<file path="src/rtl/itmr_pkg.sv">
package itmr_pkg;

   // Action selected for the counter register in a given cycle.
   typedef enum logic [1:0] {
      ACT_HOLD   = 2'd0,
      ACT_LOAD   = 2'd1,
      ACT_STEP   = 2'd2,
      ACT_RELOAD = 2'd3
   } cnt_act_e;

endpackage

</file>
<file path="src/rtl/itmr_regs.sv">
module itmr_regs #(
   parameter int CNT_W = 16,
   parameter int SCL_W = 8
) (
   input  logic             clk,
   input  logic             rst_n,
   input  logic             wr_scale,
   input  logic             wr_period,
   input  logic [CNT_W-1:0] wr_data,
   output logic [SCL_W-1:0] scale_q,
   output logic [CNT_W-1:0] period_q
);

   always_ff @(posedge clk) begin
      if (!rst_n) begin
         scale_q  <= '0;
         period_q <= '0;
      end else begin
         if (wr_scale)  scale_q  <= wr_data[SCL_W-1:0];
         if (wr_period) period_q <= wr_data;
      end
   end

endmodule

</file>
<file path="src/rtl/itmr_prescale.sv">
module itmr_prescale #(
   parameter int SCL_W        = 8,
   parameter bit HAS_PRESCALE = 1'b1
) (
   input  logic             clk,
   input  logic             rst_n,
   input  logic             enable,
   input  logic             restart,
   input  logic [SCL_W-1:0] restart_val,
   input  logic [SCL_W-1:0] scale,
   output logic             tick_o
);

   generate
      if (HAS_PRESCALE) begin : g_div
         logic [SCL_W-1:0] pos_q;

         always_ff @(posedge clk) begin
            if (!rst_n) begin
               pos_q <= '0;
            end else if (restart) begin
               pos_q <= restart_val;
            end else if (enable) begin
               if (pos_q == '0) pos_q <= scale;
               else             pos_q <= pos_q - SCL_W'(1);
            end
         end

         assign tick_o = enable && (pos_q == '0);
      end else begin : g_nodiv
         logic unused_in;
         assign unused_in = clk ^ rst_n ^ restart ^ (^restart_val) ^ (^scale);
         assign tick_o    = enable;
      end
   endgenerate

endmodule

</file>
<file path="src/rtl/itmr_count.sv">
module itmr_count
   import itmr_pkg::*;
#(
   parameter int CNT_W = 16
) (
   input  logic             clk,
   input  logic             rst_n,
   input  logic             tick,
   input  logic             load,
   input  logic [CNT_W-1:0] load_val,
   input  logic [CNT_W-1:0] period,
   output logic [CNT_W-1:0] count_q,
   output logic             irq_q
);

   localparam logic [CNT_W-1:0] ONE = CNT_W'(1);

   cnt_act_e   act;
   logic       at_zero;
   logic       irq_nxt;

   assign at_zero = (count_q == '0);

   always_comb begin
      if (load)              act = ACT_LOAD;
      else if (tick && !at_zero) act = ACT_STEP;
      else if (tick)         act = ACT_RELOAD;
      else                   act = ACT_HOLD;
   end

   always_comb begin
      unique case (act)
         ACT_STEP:   irq_nxt = (count_q == ONE);
         ACT_RELOAD: irq_nxt = (period == '0);
         default:    irq_nxt = 1'b0;
      endcase
   end

   always_ff @(posedge clk) begin
      if (!rst_n) begin
         count_q <= '0;
         irq_q   <= 1'b0;
      end else begin
         irq_q <= irq_nxt;
         unique case (act)
            ACT_LOAD:   count_q <= load_val;
            ACT_STEP:   count_q <= count_q - ONE;
            ACT_RELOAD: count_q <= period;
            default:    count_q <= count_q;
         endcase
      end
   end

endmodule

</file>
<file path="src/rtl/itmr_top.sv">
module itmr_top #(
   parameter int CNT_W        = 16,
   parameter int SCL_W        = 8,
   parameter bit HAS_PRESCALE = 1'b1
) (
   input  logic             clk,
   input  logic             rst_n,
   input  logic             enable,
   input  logic             wr_count,
   input  logic             wr_scale,
   input  logic             wr_period,
   input  logic [CNT_W-1:0] wr_data,
   output logic [CNT_W-1:0] count_o,
   output logic             irq_o
);

   generate
      if (CNT_W < 2) begin : g_bad_cnt
         $error("itmr_top: CNT_W must be at least 2");
      end
      if (SCL_W < 1 || SCL_W > CNT_W) begin : g_bad_scl
         $error("itmr_top: SCL_W must lie in 1..CNT_W");
      end
   endgenerate

   logic [SCL_W-1:0] scale_q;
   logic [CNT_W-1:0] period_q;
   logic             div_restart;
   logic [SCL_W-1:0] div_start;
   logic             tick;

   itmr_regs #(
      .CNT_W (CNT_W),
      .SCL_W (SCL_W)
   ) u_regs (
      .clk       (clk),
      .rst_n     (rst_n),
      .wr_scale  (wr_scale),
      .wr_period (wr_period),
      .wr_data   (wr_data),
      .scale_q   (scale_q),
      .period_q  (period_q)
   );

   // A scale write restarts from the new value; a count write from the held one.
   assign div_restart = wr_count | wr_scale;
   assign div_start   = wr_scale ? wr_data[SCL_W-1:0] : scale_q;

   itmr_prescale #(
      .SCL_W        (SCL_W),
      .HAS_PRESCALE (HAS_PRESCALE)
   ) u_div (
      .clk         (clk),
      .rst_n       (rst_n),
      .enable      (enable),
      .restart     (div_restart),
      .restart_val (div_start),
      .scale       (scale_q),
      .tick_o      (tick)
   );

   itmr_count #(
      .CNT_W (CNT_W)
   ) u_cnt (
      .clk      (clk),
      .rst_n    (rst_n),
      .tick     (tick),
      .load     (wr_count),
      .load_val (wr_data),
      .period   (period_q),
      .count_q  (count_o),
      .irq_q    (irq_o)
   );

endmodule

</file>
<file path="config.mk">
export PLATFORM = sky130hd
export DESIGN_NAME = itmr_top
export DESIGN_NICKNAME = d
export VERILOG_FILES = /design/src/rtl/itmr_pkg.sv /design/src/rtl/itmr_regs.sv /design/src/rtl/itmr_prescale.sv /design/src/rtl/itmr_count.sv /design/src/rtl/itmr_top.sv
export SDC_FILE = /design/constraint.sdc
export NUM_CORES = 1
export LEC_CHECK = 0
export BUFFER_PORTS_ARGS = -buffer_cell sky130_fd_sc_hd__buf_2
export CORE_MARGIN = 8
export CORE_UTILIZATION = 40
export DETAILED_ROUTE_END_ITERATION = 8
export PLACE_DENSITY = 0.56
export SETUP_SLACK_MARGIN = 0.5
export SYNTH_ARGS = -nofsm -noshare
export SYNTH_HDL_FRONTEND = slang
export SYNTH_HIERARCHICAL = 1
export SYNTH_SLANG_ARGS = --single-unit
</file>
<file path="constraint.sdc">
create_clock -name clk -period 3.5 [get_ports clk]
set_input_delay 0.875 -clock clk [delete_from_list [all_inputs] [get_ports clk]]
set_output_delay 0.875 -clock clk [all_outputs]
set_load 0.05 [all_outputs]
</file>
Word-level counts from Yosys, hierarchy flattened
Index checks and enable logic that the tools add are counted.
{"block": "totals", "register_bits": 49, "latchBits": 0, "ramBits": 0, "rom_bits": 0, "input_bits": 22, "mem_count": 0}
{"block": "classes", "n_addsub": 2, "mul": 0, "div_mod_pow": 0, "order_cmp": 0, "n_eq_ne": 4, "n_shift": 0, "n_mux": 9, "n_bitwise": 1, "reduce_logical": 8}
{"op": "$pmux W16 S3", "n": 1}
{"op": "$logic_not A16 Y1", "n": 2}
{"op": "$mux W8", "n": 4}
{"op": "$eq A16 B1 Y1 const B", "n": 1}
{"op": "$sub A16 B1 Y16 const B", "n": 1}
{"op": "$logic_not A8 Y1", "n": 1}
{"op": "$sub A8 B1 Y8 const B", "n": 1}
{"op": "$mux W2", "n": 3}
{"op": "$eq A2 B2 Y1 const B", "n": 2}
{"op": "$reduce_bool A3 Y1", "n": 1}
{"op": "$eq A2 B1 Y1 const B", "n": 1}
{"op": "$logic_and A1 B1 Y1", "n": 2}
{"op": "$pmux W1 S2", "n": 1}
{"op": "$reduce_bool A2 Y1", "n": 1}
{"op": "$logic_not A1 Y1", "n": 1}
{"op": "$or A1 B1 Y1", "n": 1}

Longest topological paths before layout
Gate-level depths: netlist of the first run.
{"block": "logic_depth", "word_depth": 7, "ltp_mapped": 10, "depth_no_buf": 10}

Hierarchy
Netlist of the first run, hierarchy kept.
{"module": "itmr_count", "n_inst": 1, "cells_per_inst": 166, "area_each_um2": 1315.0}
{"module": "itmr_regs", "n_inst": 1, "cells_per_inst": 77, "area_each_um2": 917.1}
{"module": "itmr_prescale", "n_inst": 1, "cells_per_inst": 72, "area_each_um2": 603.1}
{"module": "itmr_top", "n_inst": 1, "cells_per_inst": 10, "area_each_um2": 137.6}

Worst setup path after synthesis of the first run
Ideal clock, no wire load.
{"block": "synth_path", "path_type": "register to register", "startpoint": "register u_div.g_div.pos_q[2]", "endpoint": "register u_cnt.count_q[14]", "setup_time_ps": 59, "t_arrival_ps": 2392, "t_required_ps": 3441, "path_slack_ps": 1049, "stages_incl_launch_ff": 9, "cell_sequence": "dfxtp_1 -> or4_4 -> nor3b_4 -> and2_2 -> inv_1 -> nor2_1 -> nand2_1 -> nor4_1 -> o31a_1"}
{"block": "synth_via", "elab_chain_cells": 7}
{"item": "start, declared", "line_no": "itmr_prescale.sv:16", "source": "logic [SCL_W-1:0] pos_q;"}
{"item": "start signal, assigned", "line_no": "itmr_prescale.sv:22", "source": "pos_q <= restart_val;"}
{"item": "start signal, assigned", "line_no": "itmr_prescale.sv:24", "source": "if (pos_q == '0) pos_q <= scale;"}
{"item": "start signal, assigned", "line_no": "itmr_prescale.sv:25", "source": "else pos_q <= pos_q - SCL_W'(1);"}
{"item": "$logic_not A8 Y1 *", "line_no": "itmr_prescale.sv:29", "source": "assign tick_o = enable && (pos_q == '0);"}
{"item": "$logic_and A1 B1 Y1 *", "line_no": "itmr_prescale.sv:29"}
{"item": "named net tick", "line_no": "itmr_top.sv:30", "source": "logic tick;"}
{"item": "$mux W2 or $logic_and A1 B1 Y1 (tied branches)", "line_no": "itmr_count.sv:27, itmr_count.sv:26"}
{"item": "$mux W2 *", "line_no": "itmr_count.sv:26", "source": "else if (tick && !at_zero) act = ACT_STEP;"}
{"item": "$mux W2 *", "line_no": "itmr_count.sv:25", "source": "if (load) act = ACT_LOAD;"}
{"item": "$eq A2 B2 Y1 or $eq A2 B1 Y1 (tied branches)", "line_no": "itmr_count.sv:45", "source": "unique case (act)"}
{"item": "$pmux W16 S3 or $reduce_bool A3 Y1 (tied branches)"}
{"item": "end signal, assigned", "line_no": "itmr_count.sv:46", "source": "ACT_LOAD: count_q <= load_val;"}
{"item": "end signal, assigned", "line_no": "itmr_count.sv:47", "source": "ACT_STEP: count_q <= count_q - ONE;"}
{"item": "end signal, assigned", "line_no": "itmr_count.sv:48", "source": "ACT_RELOAD: count_q <= period;"}
{"item": "end, declared", "line_no": "itmr_count.sv:12", "source": "output logic [CNT_W-1:0] count_q,"}
Mark *: on every way through the listed nets, which the timed path passes. The rest lies on a longest branch.
A chain may end at the register's enable or synchronous reset.

Final worst setup path of the first run
Same ends and word-level chain as after synthesis.

==> results_dict.tcl, run 1 <==
set metrics [dict create \
    cts_buffers 5 \
    holdBufCountCts 0 \
    worst_pin_slew_ps 599 \
    ys_seq_area_share_pct 33.0 \
    first_global_vias 2501 \
    synth_most_common_cell "dfxtp_1" \
    r2r_end "u_cnt/count_q[14]$_SDFFE_PN0P_" \
    ys_types 63 \
    drtIter0Drc 220 \
    period_minus_slack_ps 2720 \
    cts_buffer_depth 2 \
    clkSinkCount 49 \
    postSynthCellCount 325 \
    cp-end-kind "register" \
    nNetsFinal 383 \
    fin_ws_ps 777 \
    syn_nets 352 \
    ff2ff_path_depth 8 \
    powerDensity_nw_per_um2 443 \
    max_slew_margin_pct 59.8 \
    synth_ff_type "dfxtp_1" \
    die_width_um 102 \
    syn_area_per_cell_um2 9.15 \
    netlist_area_um2 2970 \
    crit_type "register to register" \
    dp_slack_ps 836 \
    post_cts_resize_count 0 \
    start_util_pct 41.2 \
    yosys-top-cells-count "dfxtp_1 (49), mux2i_1 (29), nor2b_1 (26)" \
    final_cell_area_um2 3320 \
    rsz0062_at_grt "no" \
    grt_overflow 0 \
    port_buffers 38 \
    clk_latency_ps 310 \
    yosys-top-cells-area "dfxtp_1 (33%), mux2i_1 (9.8%), nor2b_1 (5.5%), mux2_4 (4.5%), a21oi_1 (3.9%)" \
    route.antenna.remaining_nets 0 \
    crit_required_ps 3750 \
    finClkSkew_ps 5.56 \
    async_reset_ff_share_pct 0 \
    timing.fmax_mhz 367 \
    fillers 738 \
    timing.hold.ws_ps 528 \
    dr.pass1.iters 5 \
    globalplace.congestion 0.940 \
    crit_arrival_ps 2980 \
    vias_per_cell 5.70 \
    grt_max_degree 22 \
    hold_viol 0 \
    antenna_cells 0 \
    hpwl_mm 6.07 \
    vdd_drop_max_v 0.000200 \
    min_to "u_cnt/count_q[6]$_SDFFE_PN0P_" \
    worstHoldStart "u_regs/period_q[6]$_SDFFE_PN0P_" \
    hold_class "register to register" \
    p_leak_uw 0.00135 \
    syn_to_final_growth_pct 11.5 \
    wl_mm 8.34 \
    fin_crit_sh_pct 77.8 \
    max_cap_viol_count 0 \
    worstReg2RegStart "u_div/g_div.pos_q[2]$_SDFFE_PN0P_" \
    post-route-drc-count 0 \
    rrSetupSlack_ps 780 \
    ys_warn_count 6 \
    grtUsageTotal_pct 16.4 \
    grt_first_pass_wirelength_mm 13.4 \
    htreeDepth 2 \
    cts-root-buf "clkbuf_8" \
    cp_max_fo 9 \
    setup_tns_ps 0 \
    ys_ff_latch 49 \
    die_h_um 102 \
    finalSetupViolations 0 \
    wl_per_cell_um 18.3 \
    startpoint_type "register" \
    row_count 31 \
    synth_edf_count 0 \
    clk_pin_slew_ps 100 \
    cts_setup_buffers 0 \
    synth_top_area_share_pct 33.0 \
    io_pins 39 \
    vias 2599 \
    drive_gt1_share_pct 21.8 \
    status "finished, final reports clean" \
    core_area_um2 7210 \
    fp.dieArea_um2 10400 \
    slew_viol_final 0 \
    antenna_found_initial 0 \
    synth_top_area_cell "dfxtp_1" \
    min_path_cells 2 \
    placed_area_um2 3200 \
    cts_tree "yes" \
]
-- per-layer routing --
| layer | part of all wire, % | track usage, % | vias up |
|---|---|---|---|
| met5 | 0 | 0 | - |
| met4 | 1.2 | 4.06 | 0 |
| met3 | 8.3 | 3.54 | 9 |
| met2 | 44 | 25.4 | 109 |
| met1 | 46 | 22.4 | 1232 |
| li1 | - | - | 1249 |
-- worst max-delay path, cell delays in order, from the launching register on --
cell and delay (ps):
dfxtp_1 370, or4_4 580, nor3b_4 430, and2_2 240, inv_1 160, nor2_1 320
nand2_1 150, nor4_1 260, o31a_1 160
-- logic make-up (layout without fill, tap and decap cells) --
logic type | count (synthesis) | after routing | share of synthesized area [%]
AO/OA/AOI/OAI | 75 | 75 | 16.4
XOR/XNOR | 5 | 5 | 1.47
adder cells (fa/ha/maj) | 5 | 5 | 2.10
buffers and inverters | 32 | 64 | 5.98
flip-flops | 49 | 49 | 33.0
multiplexers | 40 | 40 | 15.1
AND/OR/NAND/NOR | 119 | 119 | 26.0
-- metrics by stage --
stage,std cells,power [µW],util [%]
after detailed placement,448,1040,44.3
after floorplan,325,949,-
final,456,1470,46.0
after global routing,456,1550,46.0
after CTS,456,1480,46.0
after global placement,448,1040,44.3
-- how the worst max path moves through the flow --
stage / from / to / slack [ps] / cells past startpoint
CTS: u_div/g_div.pos_q[2]$_SDFFE_PN0P_ / u_cnt/count_q[0]$_SDFFE_PN0P_ / 810 / 9
detailed placement: u_div/g_div.pos_q[2]$_SDFFE_PN0P_ / u_cnt/count_q[0]$_SDFFE_PN0P_ / 840 / 9
finish: u_div/g_div.pos_q[2]$_SDFFE_PN0P_ / u_cnt/count_q[14]$_SDFFE_PN0P_ / 780 / 8
global route: u_div/g_div.pos_q[2]$_SDFFE_PN0P_ / u_cnt/count_q[14]$_SDFFE_PN0P_ / 540 / 8
global placement: u_div/g_div.pos_q[2]$_SDFFE_PN0P_ / u_cnt/count_q[0]$_SDFFE_PN0P_ / 880 / 9
floorplan: u_div/g_div.pos_q[2]$_SDFFE_PN0P_ / u_cnt/count_q[14]$_SDFFE_PN0P_ / 1050 / 8
-- report_power, final --
part | switching, µW | internal [µW] | leakage, µW
registers | 52.0 | 596 | 0.000405
clock network | 202 | 233 | 0.0000574
logic | 228 | 159 | 0.000886
-- layout by cell type (no fill, tap or decap), drive strengths merged, types with 2 or more instances in the layout --
cell type   n
inv        13
or3         2
nand2      19
nor3        7
o22ai       6
a22o        2
and3        8
mux2       11
a211oi      2
nand3       3
nand4       8
and2        2
o31a        3
mux2i      29
nor3b       9
nand3b      2
o21a        2
clkbuf      6
or2         2
o2bb2ai     3
a221oi      4
and4        3
a21oi      24
buf        43
nor2b      26
a22oi       3
nor2       14
a31oi       2
dfxtp      49
nor4       10
o21ai      16
ha          5
xor2        4
-- registers in the layout, indices dropped and copies added, names as in the netlist --
| signal | count |
|---|---|
| u_div/g_div.pos_q | 8 |
| u_cnt/irq_q | 1 |
| u_regs/period_q | 16 |
| u_regs/scale_q | 8 |
| u_cnt/count_q | 16 |
-- cell type report --
cell class	count	area, µm²	area share (%)
clock buffers	6	82.6	2.49
clock inverters	2	37.5	1.13
inverters	13	48.8	1.47
multi-input cells	244	1810	54.7
flip-flops and latches	49	981	29.6
well taps	99	124	3.74
repair buffers	43	228	6.87
Power figures use the tool's default switching activity.
==> inputs of run 2 (changes only) <==
- ABC_AREA: not set -> 1
- PLACE_DENSITY: 0.56 -> 0.55
- clock period: 3.5 -> 2.75 ns (I/O delays scaled with it)
==> run 2 against run 1 <==
Effect of this change:
- worst hold slack worse by 51 ps
- non-clock buffer count is 3 higher
- largest cell class unchanged
- utilization is 1.4 points lower
- clock skew hardly changed
- die area is 8.6% higher
- synthesized cell count is 65% higher
- sequential share of layout area is 2.4 points lower
- clock-buffer cell count stayed put
==> results_dict.tcl, run 2 <==
set metrics [dict create \
    max_cap_viol_count 0 \
    setup_tns_ps 0 \
    ff2ff_path_depth 12 \
    die_width_um 107 \
    hold_class "register to register" \
    grtUsageTotal_pct 15.8 \
    synth_edf_count 0 \
    wl_per_cell_um 13.4 \
    min_path_cells 2 \
    ys_types 32 \
    postSynthCellCount 535 \
    async_reset_ff_share_pct 0 \
    cts_buffers 5 \
    post-route-drc-count 0 \
    route.antenna.remaining_nets 0 \
    p_leak_uw 0.00188 \
    core_area_um2 8090 \
    syn_area_per_cell_um2 6.13 \
    period_minus_slack_ps 2110 \
    synth_top_area_cell "dfxtp_1" \
    start_util_pct 40.5 \
    globalplace.congestion 0.814 \
    ys_ff_latch 49 \
    utilization_pct 44.6 \
    worstReg2RegStart "u_div/g_div.pos_q[0]$_SDFFE_PN0P_" \
    critPathBufInv 4 \
    first_global_vias 2959 \
    place_inst 666 \
    slew_viol_final 0 \
    crit_required_ps 2980 \
    clk_latency_ps 300 \
    cts-root-buf "clkbuf_8" \
    yosys-top-cells-count "nand2_1 (155), nor2_1 (119), inv_1 (66)" \
    power_uw 1880 \
    netlist_area_um2 3280 \
    cts_tree "yes" \
    synth_top_area_share_pct 29.9 \
    die_h_um 107 \
    fin_crit_sh_pct 76.8 \
    antenna_cells 0 \
    hpwl_mm 6.97 \
    grt_max_degree 33 \
    clkSinkCount 49 \
    htreeDepth 2 \
    fp.dieArea_um2 11300 \
    fillers 933 \
    mostFrequentLayoutCells "nand2_1 (154), nor2_1 (118), inv_1 (66)" \
    startpoint_type "register" \
    vias_per_cell 4.84 \
    ys_seq_area_share_pct 29.9 \
    wl_mm 9.12 \
    drive_gt1_share_pct 16.2 \
    met1_length_mm 4.63 \
    synth_most_common_cell "nand2_1" \
    vdd_drop_max_v 0.000202 \
    cts_buffer_depth 2 \
    path_delay_family "simple AND/OR/NAND/NOR gates" \
    syn_to_final_growth_pct 10.0 \
    powerDensity_nw_per_um2 522 \
    status "finished, final reports clean" \
    crit_type "register to register" \
    ys_warn_count 6 \
    worst_pin_slew_ps 548 \
    clk_pin_slew_ps 90 \
    reg_top3 "u_cnt/count_q x16, u_regs/period_q x16" \
    timing.fmax_mhz 473 \
    finClkSkew_ps 5.08 \
    cpPeakStageDelay_ps 350 \
    holdBufCountCts 0 \
    crit_arrival_ps 2340 \
    fin_cells 679 \
    nNetsFinal 600 \
    grt_first_pass_wirelength_mm 14.7 \
    finalSetupViolations 0 \
    port_buffers 38 \
    dr.pass1.iters 5 \
    crit_top_cell "inv_1" \
    hold_viol 0 \
    grt_overflow 0 \
    met2_length_mm 3.97 \
    crit_slowest_cell "dfxtp_1" \
    synth_ff_type "dfxtp_1" \
    io_pins 39 \
    startpoint "u_div/g_div.pos_q[0]$_SDFFE_PN0P_" \
    vias 3283 \
    cp_max_fo 12 \
    rsz0062_at_grt "no" \
    max_slew_margin_pct 63.4 \
    wl_met3_um 478 \
    top_layer "met4" \
    cp-end-kind "register" \
    worstHoldStart "u_regs/period_q[12]$_SDFFE_PN0P_" \
    crit_cells 12 \
    yosys-top-cells-area "dfxtp_1 (30%), nand2_1 (18%), nor2_1 (14%), inv_1 (7.6%), o21ai_0 (3.7%)" \
    drtIter0Drc 175 \
    row_count 33 \
    crit_chain "inv_1 -> ha_1 -> nand3_1 -> inv_1 -> nand2_4 -> nor2_2 -> inv_1 -> nor2_4 -> buf_4 -> nand2_4 -> or2_1 -> a21oi_1" \
    final_common_cell "nand2_1" \
    antenna_found_initial 0 \
    syn_nets 562 \
]
run 2: cell count changes in the layout (fill, tap and decap cells not counted), sizes merged, moves of 11 or more:
cell	delta
o21ai	+12
inv	+59
mux2	-11
mux2i	-29
nor2b	-26
nor2	+118
nand3	+22
nand2	+143
run 2: metrics by stage:
stage / hold slack (ps) / cell area (µm²) / setup slack (ps)
after floorplan: 449 / 3280 / 864
after global placement: 463 / 3470 / 585
after detailed placement: 467 / 3470 / 521
after CTS: 480 / 3560 / 534
after global routing: 502 / 3610 / 541
final: 478 / 3610 / 637
run 2: path summary, 6_finish.rpt:
check                                                        end  slack, ps
worst max-delay path                      u_cnt/irq_q$_SDFF_PN0_        640
worst min-delay path            u_regs/period_q[12]$_SDFFE_PN0P_        480
worst max register to register            u_cnt/irq_q$_SDFF_PN0_        640
worst min register to register  u_regs/period_q[12]$_SDFFE_PN0P_        480
run 2: area by class of cell:
cell class | count | area [µm²] | area share (%)
timing repair buffer | 46 | 250 | 6.94
sequential | 49 | 981 | 27.2
clock inverter | 2 | 10.0 | 0.277
multi-input combinational | 399 | 1890 | 52.3
clock buffer | 6 | 72.6 | 2.01
inverter | 72 | 275 | 7.63
tap | 105 | 131 | 3.64
run 2: logic make-up after synthesis:
| kind of cell | after synthesis | share of synthesized area, % |
|---|---|---|
| compound gates | 64 | 11.4 |
| xor+xnor | 4 | 1.07 |
| fa+ha+maj | 5 | 1.91 |
| buf+inv | 87 | 12.9 |
| flops | 49 | 29.9 |
| simple gates | 326 | 42.8 |
run 2: repair_timing:
item,CTS,global route
resized for setup,1,5
setup buffers,0,5
setup endpoints to repair,1,16
pin swaps,0,2
run 2: worst register-to-register path: stages (launching register included):
cell and delay (ps):
dfxtp_1 350, inv_1 110, ha_1 150, nand3_1 100, inv_1 110, nand2_4 70
nor2_2 110, inv_1 100, nor2_4 220, buf_4 160, nand2_4 120, or2_1 280
a21oi_1 170
run 2: metal layers:
layer	vias up	global-route usage, %
met5	-	0
met4	0	2.71
met3	4	2.24
met2	89	23.6
met1	1483	23.5
li1	1707	-
run 2: report_power, final:
group	internal (µW)	switching, µW
Clock	177	247
Combinational	202	423
Sequential	766	67.8
